**src/rtl/pcc_pkg.sv**
```systemverilog
// Shared types and constants for the byte-lane access decoder.
// Assumes: a single clock domain; the strobes are already synchronous to clk.
package pcc_pkg;

    // Internal region reached by the current host cycle
    typedef enum logic [1:0] {
        RGN_NONE = 2'd0,
        RGN_ATTR = 2'd1,
        RGN_TASK = 2'd2,
        RGN_ALT  = 2'd3
    } region_e;

    // Transfer width selected by the two chip enables
    typedef enum logic [1:0] {
        WID_IDLE = 2'd0,
        WID_BYTE = 2'd1,
        WID_WORD = 2'd2,
        WID_ODD  = 2'd3
    } width_e;

    localparam logic [7:0] CMD_SET_FEATURE = 8'hEF;
    localparam logic [7:0] FEAT_BUS8_ON    = 8'h01;
    localparam logic [7:0] FEAT_BUS8_OFF   = 8'h81;
    localparam logic [7:0] STATUS_AT_RESET = 8'h50;
    localparam logic [7:0] INVALID_BYTE    = 8'hFF;

    // Reset content of the read-only attribute table, entry idx
    function automatic logic [7:0] table_seed(input int unsigned idx);
        return 8'((idx * 37 + 5) % 256);
    endfunction

endpackage

```
**src/rtl/pcc_mode_latch.sv**
```systemverilog
// Personality strap: while reset is held, follows the inverted output-enable
// strobe; after reset it keeps the value seen on the last reset cycle.
// Assumes: reset is synchronous and lasts at least one clock.
module pcc_mode_latch (
    input  logic clk,
    input  logic rst_n,
    input  logic oe_n,
    output logic ide_mode
);

    // Sample the strap on every reset cycle, hold it afterwards
    always_ff @(posedge clk) begin
        if (!rst_n) begin
            ide_mode <= ~oe_n;
        end
    end

endmodule

```
**src/rtl/pcc_access_decode.sv**
```systemverilog
// Combinational cycle decoder: turns the strobes into a region, read and
// write activity, and the byte address carried by each lane.
// Assumes: strobes are glitch-free at the clock; in disk mode only the low
// TF_AW address bits are meaningful.
module pcc_access_decode
    import pcc_pkg::*;
#(
    parameter int ADDR_W = 8,
    parameter int TF_AW  = 3
) (
    input  logic              ide_mode,
    input  logic              bus8,
    input  logic              reg_n,
    input  logic              ce1_n,
    input  logic              ce2_n,
    input  logic [ADDR_W-1:0] addr,
    input  logic              oe_n,
    input  logic              we_n,
    input  logic              iord_n,
    input  logic              iowr_n,
    output region_e           region,
    output logic              rd_act,
    output logic              wr_act,
    output logic              lo_act,
    output logic              hi_act,
    output logic [ADDR_W-1:0] lo_addr,
    output logic [ADDR_W-1:0] hi_addr
);

    localparam logic [TF_AW-1:0] ALT_OFFSET = TF_AW'(6);

    width_e            width;
    logic              attr_cyc;
    logic              mem_cyc;
    logic              io_cyc;
    logic [ADDR_W-1:0] even_addr;
    logic [ADDR_W-1:0] odd_addr;
    logic [TF_AW-1:0]  tf_off;

    // Width from the chip-enable pair
    always_comb begin
        unique case ({ce2_n, ce1_n})
            2'b10:   width = WID_BYTE;
            2'b00:   width = WID_WORD;
            2'b01:   width = WID_ODD;
            default: width = WID_IDLE;
        endcase
    end

    assign even_addr = {addr[ADDR_W-1:1], 1'b0};
    assign odd_addr  = {addr[ADDR_W-1:1], 1'b1};
    assign tf_off    = addr[TF_AW-1:0];

    // Cycle classification for the card personalities
    always_comb begin
        attr_cyc = !reg_n && (!oe_n || !we_n);
        mem_cyc  = reg_n && (!oe_n || !we_n);
        io_cyc   = !reg_n && !attr_cyc && (!iord_n || !iowr_n);
    end

    // Region, activity and lane addressing
    always_comb begin
        region  = RGN_NONE;
        rd_act  = 1'b0;
        wr_act  = 1'b0;
        lo_act  = 1'b0;
        hi_act  = 1'b0;
        lo_addr = '0;
        hi_addr = '0;
        if (!ide_mode) begin
            if (attr_cyc || mem_cyc) begin
                rd_act = !oe_n;
                wr_act = !we_n;
            end else if (io_cyc) begin
                rd_act = !iord_n;
                wr_act = !iowr_n;
            end
            if (width != WID_IDLE && (attr_cyc || mem_cyc || io_cyc)) begin
                region = attr_cyc ? RGN_ATTR : RGN_TASK;
            end
            unique case (width)
                WID_BYTE: begin
                    lo_act  = 1'b1;
                    lo_addr = addr;
                end
                WID_WORD: begin
                    lo_act  = 1'b1;
                    hi_act  = 1'b1;
                    lo_addr = even_addr;
                    hi_addr = odd_addr;
                end
                WID_ODD: begin
                    hi_act  = 1'b1;
                    hi_addr = odd_addr;
                end
                default: ;
            endcase
        end else begin
            rd_act = !iord_n;
            wr_act = !iowr_n;
            if (width == WID_BYTE && (rd_act || wr_act)) begin
                region  = RGN_TASK;
                lo_act  = 1'b1;
                lo_addr = ADDR_W'(tf_off);
                if (tf_off == '0 && !bus8) begin
                    hi_act  = 1'b1;
                    hi_addr = ADDR_W'(1);
                end
            end else if (width == WID_ODD && tf_off == ALT_OFFSET && (rd_act || wr_act)) begin
                region = RGN_ALT;
                lo_act = 1'b1;
            end
        end
        if (region == RGN_NONE) begin
            rd_act = 1'b0;
            wr_act = 1'b0;
            lo_act = 1'b0;
            hi_act = 1'b0;
        end
    end

endmodule

```
**src/rtl/pcc_regfile.sv**
```systemverilog
// Internal register array: attribute bytes (even addresses only, with a
// read-only table at the bottom), the task file, a data-high byte and the
// device-control byte. Reads are combinational; writes are captured while
// the strobe is active and committed when it is released.
// Assumes: the decoder has already gated activity by region.
module pcc_regfile
    import pcc_pkg::*;
#(
    parameter int ADDR_W    = 8,
    parameter int TF_AW     = 3,
    parameter int CIS_BYTES = 128
) (
    input  logic              clk,
    input  logic              rst_n,
    input  region_e           region,
    input  logic              wr_act,
    input  logic              lo_act,
    input  logic              hi_act,
    input  logic [ADDR_W-1:0] lo_addr,
    input  logic [ADDR_W-1:0] hi_addr,
    input  logic [15:0]       wdata,
    output logic [7:0]        rd_lo,
    output logic [7:0]        rd_hi,
    output logic              bus8,
    output logic [7:0]        ctl_q
);

    localparam int ATTR_DEPTH = (2 ** ADDR_W) / 2;
    localparam int TF_DEPTH   = 2 ** TF_AW;
    localparam int ROM_WORDS  = CIS_BYTES / 2;
    localparam logic [TF_AW-1:0] OFF_FEAT = TF_AW'(1);
    localparam logic [TF_AW-1:0] OFF_CMD  = TF_AW'(TF_DEPTH - 1);

    logic [7:0] attr_mem [ATTR_DEPTH];
    logic [7:0] tf_mem   [TF_DEPTH];
    logic [7:0] data_hi;

    logic              pend;
    region_e           c_region;
    logic              c_lo;
    logic              c_hi;
    logic [ADDR_W-1:0] c_lo_addr;
    logic [ADDR_W-1:0] c_hi_addr;
    logic [15:0]       c_data;
    logic              commit;
    logic [TF_AW-1:0]  c_lo_off;
    logic [TF_AW-1:0]  c_hi_off;

    assign commit   = pend && !wr_act;
    assign c_lo_off = c_lo_addr[TF_AW-1:0];
    assign c_hi_off = c_hi_addr[TF_AW-1:0];

    // Capture the write cycle while its strobe is active
    always_ff @(posedge clk) begin
        if (!rst_n) begin
            pend      <= 1'b0;
            c_region  <= RGN_NONE;
            c_lo      <= 1'b0;
            c_hi      <= 1'b0;
            c_lo_addr <= '0;
            c_hi_addr <= '0;
            c_data    <= '0;
        end else if (wr_act) begin
            pend      <= 1'b1;
            c_region  <= region;
            c_lo      <= lo_act;
            c_hi      <= hi_act;
            c_lo_addr <= lo_addr;
            c_hi_addr <= hi_addr;
            c_data    <= wdata;
        end else begin
            pend <= 1'b0;
        end
    end

    // Commit a captured write into the storage on strobe release
    always_ff @(posedge clk) begin
        if (!rst_n) begin
            for (int i = 0; i < ATTR_DEPTH; i++) begin
                attr_mem[i] <= (i < ROM_WORDS) ? table_seed(i) : 8'h00;
            end
            for (int j = 0; j < TF_DEPTH; j++) begin
                tf_mem[j] <= (j == TF_DEPTH - 1) ? STATUS_AT_RESET : 8'h00;
            end
            data_hi <= 8'h00;
            ctl_q   <= 8'h00;
            bus8    <= 1'b0;
        end else if (commit) begin
            unique case (c_region)
                RGN_ATTR: begin
                    if (c_lo && !c_lo_addr[0] && int'(c_lo_addr) >= CIS_BYTES) begin
                        attr_mem[c_lo_addr[ADDR_W-1:1]] <= c_data[7:0];
                    end
                end
                RGN_TASK: begin
                    if (c_lo) begin
                        tf_mem[c_lo_off] <= c_data[7:0];
                        if (c_lo_off == OFF_CMD && c_data[7:0] == CMD_SET_FEATURE) begin
                            if (tf_mem[OFF_FEAT] == FEAT_BUS8_ON) begin
                                bus8 <= 1'b1;
                            end else if (tf_mem[OFF_FEAT] == FEAT_BUS8_OFF) begin
                                bus8 <= 1'b0;
                            end
                        end
                    end
                    if (c_hi) begin
                        if (c_hi_off == OFF_FEAT) begin
                            data_hi <= c_data[15:8];
                        end else begin
                            tf_mem[c_hi_off] <= c_data[15:8];
                        end
                    end
                end
                RGN_ALT: begin
                    ctl_q <= c_data[7:0];
                end
                default: ;
            endcase
        end
    end

    // Low-lane read mux
    always_comb begin
        rd_lo = 8'h00;
        if (lo_act) begin
            unique case (region)
                RGN_ATTR: rd_lo = lo_addr[0] ? INVALID_BYTE : attr_mem[lo_addr[ADDR_W-1:1]];
                RGN_TASK: rd_lo = tf_mem[lo_addr[TF_AW-1:0]];
                RGN_ALT:  rd_lo = tf_mem[OFF_CMD];
                default:  rd_lo = 8'h00;
            endcase
        end
    end

    // High-lane read mux
    always_comb begin
        rd_hi = 8'h00;
        if (hi_act) begin
            unique case (region)
                RGN_ATTR: rd_hi = INVALID_BYTE;
                RGN_TASK: rd_hi = (hi_addr[TF_AW-1:0] == OFF_FEAT) ? data_hi
                                                                   : tf_mem[hi_addr[TF_AW-1:0]];
                default:  rd_hi = 8'h00;
            endcase
        end
    end

endmodule

```
**src/rtl/pcc_lane_decoder.sv**
```systemverilog
// Top of the byte-lane access decoder: strap latch, cycle decoder and the
// register array, with per-lane drive enables toward the host pins.
// Assumes: pad logic tri-states each lane whose enable is low.
module pcc_lane_decoder
    import pcc_pkg::*;
#(
    parameter int ADDR_W    = 8,
    parameter int TF_AW     = 3,
    parameter int CIS_BYTES = 128
) (
    input  logic              clk,
    input  logic              rst_n,
    input  logic              reg_n,
    input  logic              ce1_n,
    input  logic              ce2_n,
    input  logic [ADDR_W-1:0] addr,
    input  logic              oe_n,
    input  logic              we_n,
    input  logic              iord_n,
    input  logic              iowr_n,
    input  logic [15:0]       wdata,
    output logic [15:0]       rdata,
    output logic              lo_oe,
    output logic              hi_oe,
    output logic              ide_mode,
    output logic [7:0]        ctl_q
);

    region_e           region;
    logic              rd_act;
    logic              wr_act;
    logic              lo_act;
    logic              hi_act;
    logic [ADDR_W-1:0] lo_addr;
    logic [ADDR_W-1:0] hi_addr;
    logic [7:0]        rd_lo;
    logic [7:0]        rd_hi;
    logic              bus8;

    pcc_mode_latch u_mode (
        .clk      (clk),
        .rst_n    (rst_n),
        .oe_n     (oe_n),
        .ide_mode (ide_mode)
    );

    pcc_access_decode #(
        .ADDR_W (ADDR_W),
        .TF_AW  (TF_AW)
    ) u_dec (
        .ide_mode (ide_mode),
        .bus8     (bus8),
        .reg_n    (reg_n),
        .ce1_n    (ce1_n),
        .ce2_n    (ce2_n),
        .addr     (addr),
        .oe_n     (oe_n),
        .we_n     (we_n),
        .iord_n   (iord_n),
        .iowr_n   (iowr_n),
        .region   (region),
        .rd_act   (rd_act),
        .wr_act   (wr_act),
        .lo_act   (lo_act),
        .hi_act   (hi_act),
        .lo_addr  (lo_addr),
        .hi_addr  (hi_addr)
    );

    pcc_regfile #(
        .ADDR_W    (ADDR_W),
        .TF_AW     (TF_AW),
        .CIS_BYTES (CIS_BYTES)
    ) u_rf (
        .clk     (clk),
        .rst_n   (rst_n),
        .region  (region),
        .wr_act  (wr_act),
        .lo_act  (lo_act),
        .hi_act  (hi_act),
        .lo_addr (lo_addr),
        .hi_addr (hi_addr),
        .wdata   (wdata),
        .rd_lo   (rd_lo),
        .rd_hi   (rd_hi),
        .bus8    (bus8),
        .ctl_q   (ctl_q)
    );

    // Lane drive enables and gated read data
    always_comb begin
        lo_oe = rd_act && lo_act;
        hi_oe = rd_act && hi_act;
        rdata = {hi_oe ? rd_hi : 8'h00, lo_oe ? rd_lo : 8'h00};
    end

endmodule

```
**config.mk**
```make
export PLATFORM = sky130hd
export DESIGN_NAME = pcc_lane_decoder
export DESIGN_NICKNAME = d
export VERILOG_FILES = /design/src/rtl/pcc_pkg.sv /design/src/rtl/pcc_mode_latch.sv /design/src/rtl/pcc_access_decode.sv /design/src/rtl/pcc_regfile.sv /design/src/rtl/pcc_lane_decoder.sv
export SDC_FILE = /design/constraint.sdc
export NUM_CORES = 2
export LEC_CHECK = 0
export ABC_AREA = 1
export ABC_CLOCK_PERIOD_IN_PS = 3600
export BUFFER_PORTS_ARGS = -buffer_cell sky130_fd_sc_hd__buf_2
export CAP_MARGIN = 0
export CORE_MARGIN = 8
export CORE_UTILIZATION = 57
export DETAILED_ROUTE_END_ITERATION = 10
export GPL_TIMING_DRIVEN = 0
export PLACE_DENSITY = 0.85
export SYNTH_ARGS = -nofsm -noshare
export SYNTH_HDL_FRONTEND = slang
export SYNTH_HIERARCHICAL = 1
export SYNTH_SLANG_ARGS = --single-unit
```
**constraint.sdc**
```tcl
create_clock -name clk -period 3.6 [get_ports clk]
set_clock_uncertainty 0.2 [all_clocks]
set_input_delay 0.72 -clock clk [delete_from_list [all_inputs] [get_ports clk]]
set_output_delay 0.72 -clock clk [all_outputs]
set_load 0.02 [all_outputs]
```
Word-level counts from Yosys, hierarchy flattened:

Memory sizes are Yosys's and may differ from the RTL's.
Index checks and enable logic that the tools add are counted.

* RAM bits: 1088
* word-level logic and storage cells: 142
* flip-flop bits (word level): 50
* memories: 2
* bits of input ports: 33
* output and inout bits: 27

* mux-type cells: 68
* bitwise logic cells: 1
* reductions and logical operators: 41
* eq/ne operators: 18
* order comparisons: 1

Memories
* u_rf.attr_mem: depth 128, width 8, read ports 1, clocked after memory_dff 0, write ports 128, line pcc_regfile.sv:34 `logic [7:0] attr_mem [ATTR_DEPTH];`
* u_rf.tf_mem: depth 8, width 8, read ports 4, clocked after memory_dff 0, write ports 8, line pcc_regfile.sv:35 `logic [7:0] tf_mem [TF_DEPTH];`

Operator list (number)
* $mux W8: 10
* $mux W1: 42
* $pmux W8 S2: 2
* $pmux W8 S3: 1
* $reduce_or A8 Y1: 3
* $mux W3: 6
* $eq A8 B8 Y1 const B: 2
* $logic_and A1 B1 Y1: 15
* $eq A2 B2 Y1 const B: 7
* $mux W2: 5
* $logic_not A1 Y1: 9
* $eq A2 B1 Y1 const B: 4
* $eq A8 B1 Y1 const B: 1
* $ge A8 B8 Y1 const B: 1
* $mux W7: 1
* $eq A3 B1 Y1 const B: 2
* $eq A3 B3 Y1 const B: 2
* $pmux W2 S3: 1
* $reduce_and A5 Y1: 1
* $logic_not A2 Y1: 2
* $logic_or A1 B1 Y1: 4
* $reduce_and A4 Y1: 1
* $reduce_bool A2 Y1: 2
* $reduce_or A2 Y1: 2
* 3 further kinds: 3

Logic depth before layout (Yosys ltp):

* depth in word-level cells: 19
* depth in mapped cells: 22
* depth with buffers taken out: 19

Modules after synthesis:

The synthesis kept the hierarchy.

By module, submodules not included
* pcc_regfile: cells each 4912, sequential area each 33652.3 sq um, area an instance 49809.0 sq um, instances 1
* pcc_access_decode: cells each 72, sequential area each 0.0 sq um, area an instance 317.8 sq um, instances 1
* pcc_lane_decoder: cells each 36, sequential area each 0.0 sq um, area an instance 140.1 sq um, instances 1
* pcc_mode_latch: cells each 3, sequential area each 30.0 sq um, area an instance 37.5 sq um, instances 1

Worst setup path after synthesis:

No wires, ideal clock.

* kind: input to output
* start: input ce2_n
* end: output rdata[5]
* setup slack: -182 ps
* stages on the path: 22
* data required time: 2680 ps
* data arrival time: 2862 ps
* buffers on the path: 4
* cell sequence: inv_2 > nor2_1 > a21oi_2 > nor3_1 > buf_2 > buf_4 > buf_2 > buf_1 > nand2_1 > nand3_1 > nand3_1 > nand2_1 > nand2_1 > nand3_1 > nand3_1 > nand2_1 > nand2_1 > nand3_1 > nand2_1 > a21oi_1 > inv_1 > nor2_1

* elaborated cells on any way between the ends: 37
* classes of those cells: eq/ne: 8; mux: 18; reduce/logical: 9; memory: 2

RTL lines
* start: declaration: line pcc_lane_decoder.sv:15 `input logic ce2_n,`
* $eq A2 B1 Y1 (tied with other cells): line pcc_access_decode.sv:42 `unique case ({ce2_n, ce1_n})`
* $pmux W2 S3 (*): line pcc_access_decode.sv:42
* $eq A2 B1 Y1: line pcc_access_decode.sv:81, pcc_access_decode.sv:101
* $logic_and A1 B1 Y1: line pcc_access_decode.sv:101 `if (width == WID_BYTE && (rd_act || wr_act)) begin`
* $mux W3: line pcc_access_decode.sv:101
* $mux W8 (*): line pcc_access_decode.sv:70 `if (!ide_mode) begin`
* via lo_addr[1]: line pcc_lane_decoder.sv:34 `logic [ADDR_W-1:0] lo_addr;`
* $mem_v2 Z128 W8
* $mux W8: line pcc_regfile.sv:127 `RGN_ATTR: rd_lo = lo_addr[0] ? INVALID_BYTE : attr_mem[lo_addr[ADDR_W-1:1]];`
* $pmux W8 S3 (*): line pcc_regfile.sv:126 `unique case (region)`
* $mux W8 (*): line pcc_regfile.sv:125 `if (lo_act) begin`
* via rd_lo[5]: line pcc_lane_decoder.sv:36 `logic [7:0] rd_lo;`
* $mux W8 (*): line pcc_lane_decoder.sv:94 `rdata = {hi_oe ? rd_hi : 8'h00, lo_oe ? rd_lo : 8'h00};`
* end: declaration: line pcc_lane_decoder.sv:22 `output logic [15:0] rdata,`

The timed path passes the listed nets; every way through them passes the cells marked *.

Worst setup path in the final report:

* start: register u_mode.ide_mode
* end: output rdata[5]

* longest elaborated chain between the ends: 6
* elaborated cells on any way between the ends: 17
* classes of those cells: eq/ne: 3; mux: 10; reduce/logical: 2; memory: 2

Ends and longest elaborated chain
* start: declaration: line pcc_mode_latch.sv:8 `output logic ide_mode`
* start signal: assignment: line pcc_mode_latch.sv:14 `ide_mode <= ~oe_n;`
* $mux W8: line pcc_access_decode.sv:70
* via lo_addr[4]: line pcc_lane_decoder.sv:34
* $mem_v2 Z128 W8
* $mux W8: line pcc_regfile.sv:127
* $pmux W8 S3: line pcc_regfile.sv:126
* $mux W8: line pcc_regfile.sv:125
* via rd_lo[5]: line pcc_lane_decoder.sv:36
* $mux W8: line pcc_lane_decoder.sv:94

The timed path passes the listed nets, and every way through them passes these cells.

==> impl_metrics.csv <==
group,metric,value,unit
timing,final.min_clock_period,5039,ps
synth,syn_inst,5018,
worst_setup_path,cp-start-kind,"register",
global_route,pin_count_of_the_biggest_net_entering_global_routing,16,
pwr,ir_worst_vdd,0.4804,mV
synth,syn_area_per_cell,10.02,um2
hold_path,hp-class,"in -> reg",
routing,routed_wl,183200,um
routing,routedLengthMet1,57210,um
timing,post-route-worst-setup-slack,-1439,ps
worst_setup_path,critical_path.slowest_cell,"sky130_fd_sc_hd__buf_1",
synth,ys_warn_count,6,
run_status,violations_in_the_final_reports,"capacitance limit, slew limit, setup timing",
routing,route.antenna.remaining_nets,0,
pwr,power,31.84,mW
die,row_count,109,
run_status,outcome,"finished with violations",
worst_setup_path,path_delay_family,"simple AND/OR/NAND/NOR gates",
routing,route.detailed.wl_per_inst,25.96,um
finish,final_cell_mix,"1,315 x sky130_fd_sc_hd__nand2_1, 1,089 x sky130_fd_sc_hd__edfxtp_1, 755 x sky130_fd_sc_hd__nand3_1",
clocking,buffer_levels_on_the_longest_clock_path,3,
place,io_buffers,59,
timing,finalHoldViolCount,0,
global_route,grt-ovfl-total,0,
timing,period_share,140.0,%
finish,postLayoutCellArea,62470,um2
clocking,cts-root-buf,"sky130_fd_sc_hd__clkbuf_16",
routing,met2_wirelength,79320,um
place,dp_slack,-2728,ps
worst_setup_path,worst_path_most_repeated_cell,"sky130_fd_sc_hd__nand2_2",
routing,detailroute.via_count,43998,
finish,final_net_count,5828,
timing,grt_setup_unrepaired,"yes",
timing,worst_pin_slew,1598,ps
worst_setup_path,worst-path-max-fanout,10,
routing,route.detailed.drc,0,
clocking,cts_made_buffers,112,
run,maxCapViolCount,8,
die,full_die_area,97980,um2
die,initial_utilization,57.17,%
place,dpl_cell_area,54080,um2
finish,final_layout_size_suffix_gt1_share,16.39,%
routing,dr_wl_met3,31460,um
timing,timing.final.setup_violations,200,
clocking,ctsHoldBuffers,0,
worst_setup_path,worst_path_largest_cell_delay,830,ps
clocking,cts_tree,"yes",
global_route,antenna_violations_before_repair,5,
place,detailed_place_hpwl,121200,um
place,gpl.final_weighted_congestion,1.017,
die,die-width,313.0,um
global_route,groute.usage.overall,34.30,%
worst_setup_path,critPathCaptureType,"output port",
clocking,htreeDepth,3,
die,die_height,313.0,um
worst_setup_path,cp.buffers_inverters,6,
clocking,cts.sinks,1138,
die,core,87970,um2
timing,final_max_slew_viol_count,62,
pwr,power.leakage,24.73,nW
global_route,first_global_vias,40423,
die,io_pins,60,
worst_setup_path,cp_data_required_time,2680,ps
timing,fmax,198.5,MHz
timing,relSlewSlack,-6.515,%
routing,routed.top_layer,"met5",
clocking,clock_latency_on_the_worst_skew_pair,700,ps
pwr,power_density,509.6,nW/um2
finish,synth_to_layout_area_growth,24.23,%
routing,number_of_design_rule_violations_left_by_the_first_detailed_router_iteration,8699,
clocking,path_clk_slew,60,ps
routing,drt-vias-per-instance,6.236,
worst_setup_path,critical_path.cell_chain,"inv_2, buf_4, nand2_2, nor2_1, inv_1, buf_1, nand2_2, nand3_4, nand3_1, nand2_2, nand2_2, nand3_4, nand2_1, a21oi_2, inv_2, nor2_4, buf_6",
worst_setup_path,worst-setup-path-type,"reg -> out",
worst_setup_path,cp.arrival,4120,ps
synth,synth.cell_area,50290,um2
finish,final_common_cell,"sky130_fd_sc_hd__nand2_1",
global_route,grt_first_pass_wirelength,249000,um
routing,drt_pre_antenna_iters,9,
==> sequential cells by signal, indices dropped and copies added (netlist names) <==
register and flops:
u_rf/data_hi 8, u_rf/c_lo_addr 8, u_rf/attr_mem 1024, u_rf/ctl_q 8, u_rf/c_data 16, u_rf/c_hi_addr 3
u_rf/bus8 1, u_rf/pend 1, u_rf/c_hi 1, u_rf/c_lo 1, u_rf/tf_mem 64, u_rf/c_region 2
u_mode/ide_mode 1
==> area by class of cell <==
class                           count  area (um2)
Sequential cell                  1138       33680
Fill cell                        5561       25490
Multi-Input combinational cell   3871       18510
Clock buffer                      142        3007
Buffer                            346        2880
Timing Repair Buffer              151        1549
Tap cell                         1165        1458
Clock inverter                     67       709.4
Inverter                          171       663.1
Antenna cell                        4       10.01
==> routing by layer <==
| layer | track usage [%] | up-vias |
|---|---|---|
| met5 | 0 | - |
| li1 | - | 18262 |
| met4 | 21.15 | 4 |
| met3 | 11.78 | 1028 |
| met2 | 52.22 | 4313 |
| met1 | 42.13 | 20391 |
==> timing repair <==
action                                  4_1_cts  5_1_grt
pin swaps                                    62      108
endpoints found under the setup margin     1130      762
hold endpoints to repair                      0        0
gates resized for setup                     624      415
buffers inserted                             35       43
cloned                                        4       11
==> where the power goes <==
part           internal [mW]  leakage [nW]  switching [mW]  total [mW]
logic                   1.18          11.5            3.28        4.46
clock network           6.84          1.83            5.03        11.9
registers               15.3          11.4           0.251        15.5
==> worst paths after layout <==
check / cells after the start / slack [ps] / endpoint / start
max: 17 / -1440 / rdata[5] / u_mode/ide_mode
min: 2 / 100 / u_mode/ide_mode / oe_n
max reg2reg: 14 / -120 / u_rf/tf_mem[5][2] / u_mode/ide_mode
min reg2reg: 1 / 300 / u_rf/bus8 / u_rf/tf_mem[1][7]
==> through the flow <==
| stage | setup TNS [ps] | utilization (%) | hold slack, ps | std cells |
|---|---|---|---|---|
| floorplan | 0 | - | 218.6 | 5528 |
| global placement | -1137460 | 61.46 | 289.0 | 6752 |
| detailed placement | -1144900 | 61.48 | 291.5 | 6752 |
| CTS | -14020 | 68.56 | 77.84 | 6998 |
| global route | -19320 | 71.01 | 94.27 | 7052 |
| finish | -23400 | 71.02 | 103.5 | 7055 |
Power figures use the tool's default switching activity.
